**src/rtl/blkcph_pkg.sv**
```systemverilog
package blkcph_pkg;
  localparam int unsigned WORD_W = 32;
  localparam int unsigned ADDR_W = 8;

  localparam logic [ADDR_W-1:0] OFS_KEY_END = 8'h14;
  localparam logic [ADDR_W-1:0] OFS_IV0     = 8'h18;
  localparam logic [ADDR_W-1:0] OFS_IV1     = 8'h1C;
  localparam logic [ADDR_W-1:0] OFS_CTRL    = 8'h20;
  localparam logic [ADDR_W-1:0] OFS_LEN     = 8'h24;
  localparam logic [ADDR_W-1:0] OFS_DAT0    = 8'h28;
  localparam logic [ADDR_W-1:0] OFS_DAT1    = 8'h2C;
  localparam logic [ADDR_W-1:0] OFS_REV     = 8'h30;
  localparam logic [ADDR_W-1:0] OFS_DMA     = 8'h34;
  localparam logic [ADDR_W-1:0] OFS_ISTS    = 8'h3C;
  localparam logic [ADDR_W-1:0] OFS_IEN     = 8'h40;

  // control field positions
  localparam int CB_CBC    = 4;
  localparam int CB_TDES   = 3;
  localparam int CB_DIR    = 2;
  localparam int CB_INRDY  = 1;
  localparam int CB_OUTRDY = 0;

  // interrupt source positions in status and enable
  localparam int IB_DIN  = 1;
  localparam int IB_DOUT = 2;

  // key word n sits below the window end, pairs swapped
  function automatic logic [ADDR_W-1:0] key_ofs(input int unsigned n);
    return OFS_KEY_END - ADDR_W'((n ^ 1) * 4);
  endfunction

  function automatic logic [WORD_W-1:0] rev_word(input logic [2:0] maj,
                                                 input logic [5:0] mnr);
    return {21'b0, maj, 2'b00, mnr};
  endfunction
endpackage

```
**src/rtl/blkcph_keyfile.sv**
```systemverilog
module blkcph_keyfile
  import blkcph_pkg::*;
#(
  parameter int unsigned NWORDS = 6,
  localparam int unsigned KEY_W = NWORDS * WORD_W
) (
  input  logic              clk,
  input  logic              rst_n,
  input  logic              wr_en,
  input  logic [ADDR_W-1:0] addr,
  input  logic [WORD_W-1:0] wdata,
  output logic [KEY_W-1:0]  key,
  output logic              hit,
  output logic [WORD_W-1:0] rdata
);
  logic [NWORDS-1:0] word_hit;

  for (genvar n = 0; n < NWORDS; n++) begin : g_word
    assign word_hit[n] = (addr == key_ofs(n));

    always_ff @(posedge clk) begin
      if (!rst_n) key[n*WORD_W +: WORD_W] <= '0;
      else if (wr_en && word_hit[n]) key[n*WORD_W +: WORD_W] <= wdata;
    end

    // every key write lands, whatever else is going on
    assert_key_write_R2: assert property (@(posedge clk) disable iff (!rst_n)
      (wr_en && word_hit[n]) |=> key[n*WORD_W +: WORD_W] == $past(wdata));
  end

  always_comb begin
    rdata = '0;
    for (int n = 0; n < NWORDS; n++)
      if (word_hit[n]) rdata = key[n*WORD_W +: WORD_W];
  end
  assign hit = |word_hit;
endmodule

```
**src/rtl/blkcph_pio.sv**
```systemverilog
module blkcph_pio
  import blkcph_pkg::*;
#(
  parameter int unsigned BLK_W = 64,
  localparam int unsigned HALF_W = BLK_W / 2
) (
  input  logic              clk,
  input  logic              rst_n,
  input  logic              wr_lo,
  input  logic              wr_hi,
  input  logic [HALF_W-1:0] wdata,
  input  logic              pop,
  input  logic              core_in_ready,
  input  logic              core_out_valid,
  input  logic [BLK_W-1:0]  core_out_data,
  output logic              core_in_valid,
  output logic [BLK_W-1:0]  core_in_data,
  output logic              core_out_ready,
  output logic [BLK_W-1:0]  res_data,
  output logic              in_full,
  output logic              out_full,
  output logic              launch_evt,
  output logic              din_evt,
  output logic              dout_evt
);
  logic [HALF_W-1:0] in_lo, in_hi;

  assign launch_evt = wr_hi && !in_full;
  assign din_evt    = in_full && core_in_ready;
  assign dout_evt   = core_out_valid && !out_full;

  always_ff @(posedge clk) begin
    if (!rst_n) begin
      in_lo   <= '0;
      in_hi   <= '0;
      in_full <= 1'b0;
    end else begin
      if (wr_lo && !in_full) in_lo <= wdata;
      if (launch_evt) begin
        in_hi   <= wdata;
        in_full <= 1'b1;
      end else if (din_evt) begin
        in_full <= 1'b0;
      end
    end
  end

  always_ff @(posedge clk) begin
    if (!rst_n) begin
      res_data <= '0;
      out_full <= 1'b0;
    end else if (dout_evt) begin
      res_data <= core_out_data;
      out_full <= 1'b1;
    end else if (pop) begin
      out_full <= 1'b0;
    end
  end

  assign core_in_valid  = in_full;
  assign core_in_data   = {in_hi, in_lo};
  assign core_out_ready = !out_full;

  assert_in_hold_R4: assert property (@(posedge clk) disable iff (!rst_n)
    (core_in_valid && !core_in_ready) |=> core_in_valid && $stable(core_in_data));
  assert_take_drops_R5: assert property (@(posedge clk) disable iff (!rst_n)
    (core_in_valid && core_in_ready) |=> !core_in_valid);
  assert_result_kept_R6: assert property (@(posedge clk) disable iff (!rst_n)
    (core_out_valid && core_out_ready) |=> !core_out_ready && res_data == $past(core_out_data));
endmodule

```
**src/rtl/blkcph_irq.sv**
```systemverilog
module blkcph_irq #(
  parameter int unsigned NSRC = 2,
  parameter logic [NSRC-1:0] STS_RST = '0
) (
  input  logic            clk,
  input  logic            rst_n,
  input  logic            sts_wr,
  input  logic            en_wr,
  input  logic [NSRC-1:0] wbits,
  input  logic [NSRC-1:0] evt,
  output logic [NSRC-1:0] sts_q,
  output logic [NSRC-1:0] en_q,
  output logic            irq
);
  for (genvar i = 0; i < NSRC; i++) begin : g_src
    always_ff @(posedge clk) begin
      if (!rst_n)                    sts_q[i] <= STS_RST[i];
      else if (evt[i])               sts_q[i] <= 1'b1;
      else if (sts_wr && !wbits[i])  sts_q[i] <= 1'b0;
    end

    assert_set_wins_R7: assert property (@(posedge clk) disable iff (!rst_n)
      evt[i] |=> sts_q[i]);
    assert_clear_zero_R7: assert property (@(posedge clk) disable iff (!rst_n)
      (sts_wr && !wbits[i] && !evt[i]) |=> !sts_q[i]);
    assert_one_keeps_R7: assert property (@(posedge clk) disable iff (!rst_n)
      (sts_wr && wbits[i]) |=> sts_q[i] == $past(sts_q[i]));
  end

  always_ff @(posedge clk) begin
    if (!rst_n)     en_q <= '0;
    else if (en_wr) en_q <= wbits;
  end

  assign irq = |(sts_q & en_q);

  assert_irq_masked_R8: assert property (@(posedge clk) disable iff (!rst_n)
    (en_q == '0) |-> !irq);
endmodule

```
**src/rtl/blkcph_regif.sv**
```systemverilog
module blkcph_regif
  import blkcph_pkg::*;
#(
  parameter int unsigned KEY_WORDS = 6,
  parameter int unsigned BLK_W     = 64,
  parameter int unsigned REV_MAJOR = 2,
  parameter int unsigned REV_MINOR = 6,
  parameter logic [31:0] DMA_KEEP  = 32'h0000_00E0,
  localparam int unsigned KEY_W  = KEY_WORDS * WORD_W,
  localparam int unsigned HALF_W = BLK_W / 2
) (
  input  logic              clk,
  input  logic              rst_n,
  input  logic              bus_sel,
  input  logic              bus_wr,
  input  logic [ADDR_W-1:0] bus_addr,
  input  logic [WORD_W-1:0] bus_wdata,
  output logic [WORD_W-1:0] bus_rdata,
  output logic              irq,
  output logic [KEY_W-1:0]  core_key,
  output logic [BLK_W-1:0]  core_iv,
  output logic              core_cbc,
  output logic              core_tdes,
  output logic              core_encrypt,
  output logic              core_in_valid,
  input  logic              core_in_ready,
  output logic [BLK_W-1:0]  core_in_data,
  input  logic              core_out_valid,
  output logic              core_out_ready,
  input  logic [BLK_W-1:0]  core_out_data
);
  logic wr, rd;
  assign wr = bus_sel && bus_wr;
  assign rd = bus_sel && !bus_wr;

  // key words
  logic              key_hit;
  logic [WORD_W-1:0] key_rdata;
  blkcph_keyfile #(.NWORDS(KEY_WORDS)) u_key (
    .clk(clk), .rst_n(rst_n), .wr_en(wr), .addr(bus_addr), .wdata(bus_wdata),
    .key(core_key), .hit(key_hit), .rdata(key_rdata)
  );

  // plain storage registers
  logic [HALF_W-1:0] iv0_q, iv1_q;
  logic [2:0]        mode_q;   // {cbc, tdes, dir}
  logic [WORD_W-1:0] len_q, dma_q;

  always_ff @(posedge clk) begin
    if (!rst_n) begin
      iv0_q  <= '0;
      iv1_q  <= '0;
      mode_q <= '0;
      len_q  <= '0;
      dma_q  <= '0;
    end else if (wr) begin
      case (bus_addr)
        OFS_IV0:  iv0_q  <= bus_wdata;
        OFS_IV1:  iv1_q  <= bus_wdata;
        OFS_CTRL: mode_q <= bus_wdata[CB_CBC:CB_DIR];
        OFS_LEN:  len_q  <= bus_wdata;
        OFS_DMA:  dma_q  <= bus_wdata & DMA_KEEP;
        default:  ;
      endcase
    end
  end

  assign core_iv      = {iv1_q, iv0_q};
  assign core_cbc     = mode_q[2];
  assign core_tdes    = mode_q[1];
  assign core_encrypt = mode_q[0];

  // programmed-I/O block path
  logic              in_full, out_full, launch_evt, din_evt, dout_evt, pop;
  logic [BLK_W-1:0]  res_data;
  assign pop = rd && (bus_addr == OFS_DAT1) && out_full;

  blkcph_pio #(.BLK_W(BLK_W)) u_pio (
    .clk(clk), .rst_n(rst_n),
    .wr_lo(wr && bus_addr == OFS_DAT0), .wr_hi(wr && bus_addr == OFS_DAT1),
    .wdata(bus_wdata), .pop(pop),
    .core_in_ready(core_in_ready), .core_out_valid(core_out_valid),
    .core_out_data(core_out_data),
    .core_in_valid(core_in_valid), .core_in_data(core_in_data),
    .core_out_ready(core_out_ready), .res_data(res_data),
    .in_full(in_full), .out_full(out_full),
    .launch_evt(launch_evt), .din_evt(din_evt), .dout_evt(dout_evt)
  );

  // interrupt sources: index 0 = data-in, index 1 = data-out
  logic [1:0] sts_q, en_q;
  blkcph_irq #(.NSRC(2), .STS_RST(2'b01)) u_irq (
    .clk(clk), .rst_n(rst_n),
    .sts_wr(wr && bus_addr == OFS_ISTS), .en_wr(wr && bus_addr == OFS_IEN),
    .wbits({bus_wdata[IB_DOUT], bus_wdata[IB_DIN]}),
    .evt({dout_evt, din_evt}),
    .sts_q(sts_q), .en_q(en_q), .irq(irq)
  );

  // read mux
  logic [WORD_W-1:0] ctrl_word, src_word_s, src_word_e;
  always_comb begin
    ctrl_word = '0;
    ctrl_word[CB_CBC:CB_DIR] = mode_q;
    ctrl_word[CB_INRDY]      = !in_full;
    ctrl_word[CB_OUTRDY]     = out_full;
    src_word_s = '0;
    src_word_s[IB_DIN]  = sts_q[0];
    src_word_s[IB_DOUT] = sts_q[1];
    src_word_e = '0;
    src_word_e[IB_DIN]  = en_q[0];
    src_word_e[IB_DOUT] = en_q[1];
  end

  always_comb begin
    bus_rdata = '0;
    if (key_hit) bus_rdata = key_rdata;
    else begin
      case (bus_addr)
        OFS_IV0:  bus_rdata = iv0_q;
        OFS_IV1:  bus_rdata = iv1_q;
        OFS_CTRL: bus_rdata = ctrl_word;
        OFS_LEN:  bus_rdata = len_q;
        OFS_DAT0: bus_rdata = res_data[HALF_W-1:0];
        OFS_DAT1: bus_rdata = res_data[BLK_W-1:HALF_W];
        OFS_REV:  bus_rdata = rev_word(3'(REV_MAJOR), 6'(REV_MINOR));
        OFS_DMA:  bus_rdata = dma_q;
        OFS_ISTS: bus_rdata = src_word_s;
        OFS_IEN:  bus_rdata = src_word_e;
        default:  bus_rdata = '0;
      endcase
    end
  end

  assert_launch_R4: assert property (@(posedge clk) disable iff (!rst_n)
    launch_evt |=> core_in_valid && core_in_data[BLK_W-1:HALF_W] == $past(bus_wdata));
  assert_pop_frees_R6: assert property (@(posedge clk) disable iff (!rst_n)
    pop |=> core_out_ready);
  assert_busy_ignores_R4: assert property (@(posedge clk) disable iff (!rst_n)
    (wr && bus_addr == OFS_DAT0 && in_full) |=> $stable(core_in_data));
endmodule

```
**config.mk**
```make
export PLATFORM = sky130hd
export DESIGN_NAME = blkcph_regif
export DESIGN_NICKNAME = d
export VERILOG_FILES = /design/src/rtl/blkcph_pkg.sv /design/src/rtl/blkcph_keyfile.sv /design/src/rtl/blkcph_pio.sv /design/src/rtl/blkcph_irq.sv /design/src/rtl/blkcph_regif.sv
export SDC_FILE = /design/constraint.sdc
export NUM_CORES = 1
export LEC_CHECK = 0
export ABC_CLOCK_PERIOD_IN_PS = 2100
export BUFFER_PORTS_ARGS = -buffer_cell sky130_fd_sc_hd__buf_2
export CORE_MARGIN = 4
export CORE_UTILIZATION = 40
export DETAILED_ROUTE_END_ITERATION = 10
export PLACE_DENSITY_LB_ADDON = 0.3
export SETUP_SLACK_MARGIN = 0.5
export SYNTH_ARGS = -nofsm -noshare
export SYNTH_HDL_FRONTEND = slang
export SYNTH_SLANG_ARGS = --single-unit
```
**constraint.sdc**
```tcl
create_clock -name clk -period 2.1 [get_ports clk]
set_input_delay 0.21 -clock clk [delete_from_list [all_inputs] [get_ports clk]]
set_output_delay 0.21 -clock clk [all_outputs]
set_load 0.01 [all_outputs]
```
==> impl_metrics.tcl <==
set metrics [dict create \
    outcome "finished, violations left" \
    fmaxAchievable_ghz 0.4253 \
    wl_um 95360 \
    track_usage_pct 35.35 \
    use_met3_pct 7.552 \
    syn-num-nets 2481 \
    muxShareOfSynthArea_pct 1.248 \
    htreeDepth 2 \
    timing.rr.start "u_pio.out_full" \
    vias 21510 \
    drc 0 \
    cp.arrival_ns 2.14 \
    tightestPinTransition_ns 0.5880 \
    yosys.area_share.simple_pct 20.92 \
    synth_common_cells "nand2_1, dfxtp_1, a21boi_0" \
    avgSynthCellArea_um2 7.990 \
    path_clk_slew_ns 0.06 \
    area_delta_synth_final_pct 52.00 \
    setup-tns-final_ns -4.745 \
    yosysUniqueCellTypes 60 \
    die_w_um 225.6 \
    peakVddDrop_v 0.0005067 \
    finalCritPeriodShare_pct 112.0 \
    antenna_found_initial 1 \
    cts_tree "yes" \
    yosysWarnings 0 \
    cp_max_fo 11 \
    synth-adder-area-share_pct 0 \
    finalHoldViolations 0 \
    setup_viol 32 \
    crit_type "input port to output pin" \
    grtUsageMet1_pct 44.30 \
    drt_iter0_markers 2300 \
    p_leak_nw 11.67 \
    crit_required_ns 1.89 \
    cp-start-kind "input port" \
    row_count 79 \
    insertion_delay_ns 0.60 \
    clockBufferDepth 3 \
    wire_per_inst_um 26.00 \
    synth.area.top_cells "dfxtp_1, nand2_1, a21boi_0" \
    grt_max_degree 107 \
    crit_chain "buf_8, buf_8, nor4_4, nand2_1, buf_6, a21oi_2, o22ai_2, a221o_1, buf_2" \
    worst-path-buf-inv 4 \
    power-per-cell-area_nw_per_um2 657.0 \
    cts_sinks 428 \
    ios 468 \
    postSynthCellCount 2371 \
    floorplan.die_area_um2 50910 \
    violations "setup timing" \
    drive_gt1_share_pct 36.05 \
    drt_pre_antenna_iters 6 \
    startpoint "bus_addr[4]" \
    critPathTopFamily "compound AO/OA/AOI/OAI gates" \
    synth_compound_area_share_pct 27.40 \
    numCtsBuffers 49 \
    min_from "bus_wdata[17]" \
    layout_setup_ws_ns -0.2515 \
    synth_largest_area_cell "dfxtp_1" \
    total_power_mw 18.92 \
    maxSlewHeadroom_pct 60.70 \
    ys.flop_type "dfxtp_1" \
    fin_nets 3134 \
    yosysSeqAreaShare_pct 45.23 \
    synth_top_area_share_pct 45.23 \
    gr-usage-met2_pct 57.69 \
    synth_edf_count 0 \
    grt-ovfl-total 0 \
    synth_top_family_by_area "compound AO/OA/AOI/OAI gates" \
    rsz0062_at_grt "true" \
    cpMostUsedCell "buf_8" \
    grt_busiest_layer "met2" \
    viasPerCell 5.863 \
    grt_pass1_wl_um 135000 \
    final.fill_count 3998 \
    slew_violations 0 \
    place_congestion 0.9592 \
    max_stage_delay_ns 0.45 \
    detail-route-antenna-nets 0 \
    core-area_um2 46650 \
    grt_pass1_vias 20480 \
    async_flop_share_pct 0 \
    die_h_um 225.6 \
    reg2reg_setup_slack_ns 0.55 \
    fin_skew_ns 0.01454 \
    cts_root_buffer "clkbuf_16" \
    slowest_stage "nor4_4" \
    portBuffers 467 \
    initial_utilization_pct 40.61 \
    maxCapViolCount 0 \
    period_minus_slack_ns 2.351 \
    hp-class "input port to register" \
    synth_area_um2 18940 \
    hpwl_um 65290 \
    synth_xor_area_share_pct 0 \
    end_kind "output pin" \
    ys_ff_latch 428 \
    synth.most_common_cell "nand2_1" \
]
cell type report:
type                            count  area, um^2  area share [%]
Timing Repair Buffer              832        6924           24.05
Clock inverter                     17       244.0          0.8473
Inverter                            4       15.01         0.05214
Antenna cell                        1       2.502        0.008690
Clock buffer                       70        1458           5.062
Multi-Input combinational cell   1709       10810           37.54
Tap cell                          607       759.5           2.638
Sequential cell                   428        8582           29.80
timing repair:
action,4_1_cts,5_1_grt
setup buffers,60,17
resized for setup,384,173
pin swaps,115,84
hold buffers,81,1
endpoints found under the hold margin,118,1
setup endpoints to repair,217,250
cloned,20,1
cell usage in the layout (no fill, tap or decap), types with 43 or more instances in the layout:
master         instances
nand2_1              807
buf_2                446
dfxtp_1              417
a21boi_1             198
a21boi_0             195
buf_4                133
dlygate4sd3_1         82
buf_6                 70
buf_12                63
nand2_2               56
clkbuf_16             52
a22oi_1               43
cells by family (layout without fill, tap and decap cells):
logic type | after synthesis | after routing
other | 0 | 1
muxes | 23 | 23
buffers and inverters | 234 | 923
AOI/OAI and AO/OA | 706 | 706
DFF | 428 | 428
and+or+nand+nor | 980 | 980
final timing paths:
path,to,cells past startpoint
max,bus_rdata[18],9
min reg2reg,u_pio.in_lo[17],2
max reg2reg,u_pio.res_data[60],6
min,len_q[17],3
sequential cells by signal, indices dropped and copies added (netlist names):
register / count
u_pio.res_data: 64
len_q: 32
u_key.key: 192
mode_q: 3
u_irq.sts_q: 2
u_pio.core_in_valid: 1
u_pio.out_full: 1
dma_q: 3
u_pio.in_lo: 32
u_irq.en_q: 2
u_pio.in_hi: 32
iv1_q: 32
iv0_q: 32
metal layers:
metal	part of all wire [%]	vias to the layer above
met5	0	-
met4	5.9	0
met3	9.5	313
met2	47	1397
met1	38	10410
li1	-	9385
worst min-delay path: stages:
cell and delay, ns:
buf_2 0.22, nand2_4 0.10, a21boi_2 0.04
stage by stage:
step | cell area [um^2] | std cells | setup slack, ns | util [%] | hold WS [ns]
after floorplan | 19320 | 2371 | 0.1609 | - | 0.3381
after global placement | 23170 | 3400 | -0.3879 | 49.67 | 0.4344
after detailed placement | 23170 | 3400 | -0.4108 | 49.67 | 0.4453
after CTS | 27980 | 3648 | -0.2564 | 59.97 | 0.0004384
after global routing | 28800 | 3668 | -0.2678 | 61.72 | 0.02054
final | 28800 | 3668 | -0.2515 | 61.72 | 0.02681
power breakdown:
group / total (mW) / internal, mW / switching, mW
Sequential: 8.27 / 8.20 / 0.0653
Clock: 9.15 / 5.54 / 3.61
Combinational: 1.50 / 0.653 / 0.845
Total: 18.9 / 14.4 / 4.52
No activity file was read; power rests on OpenSTA's default activity.
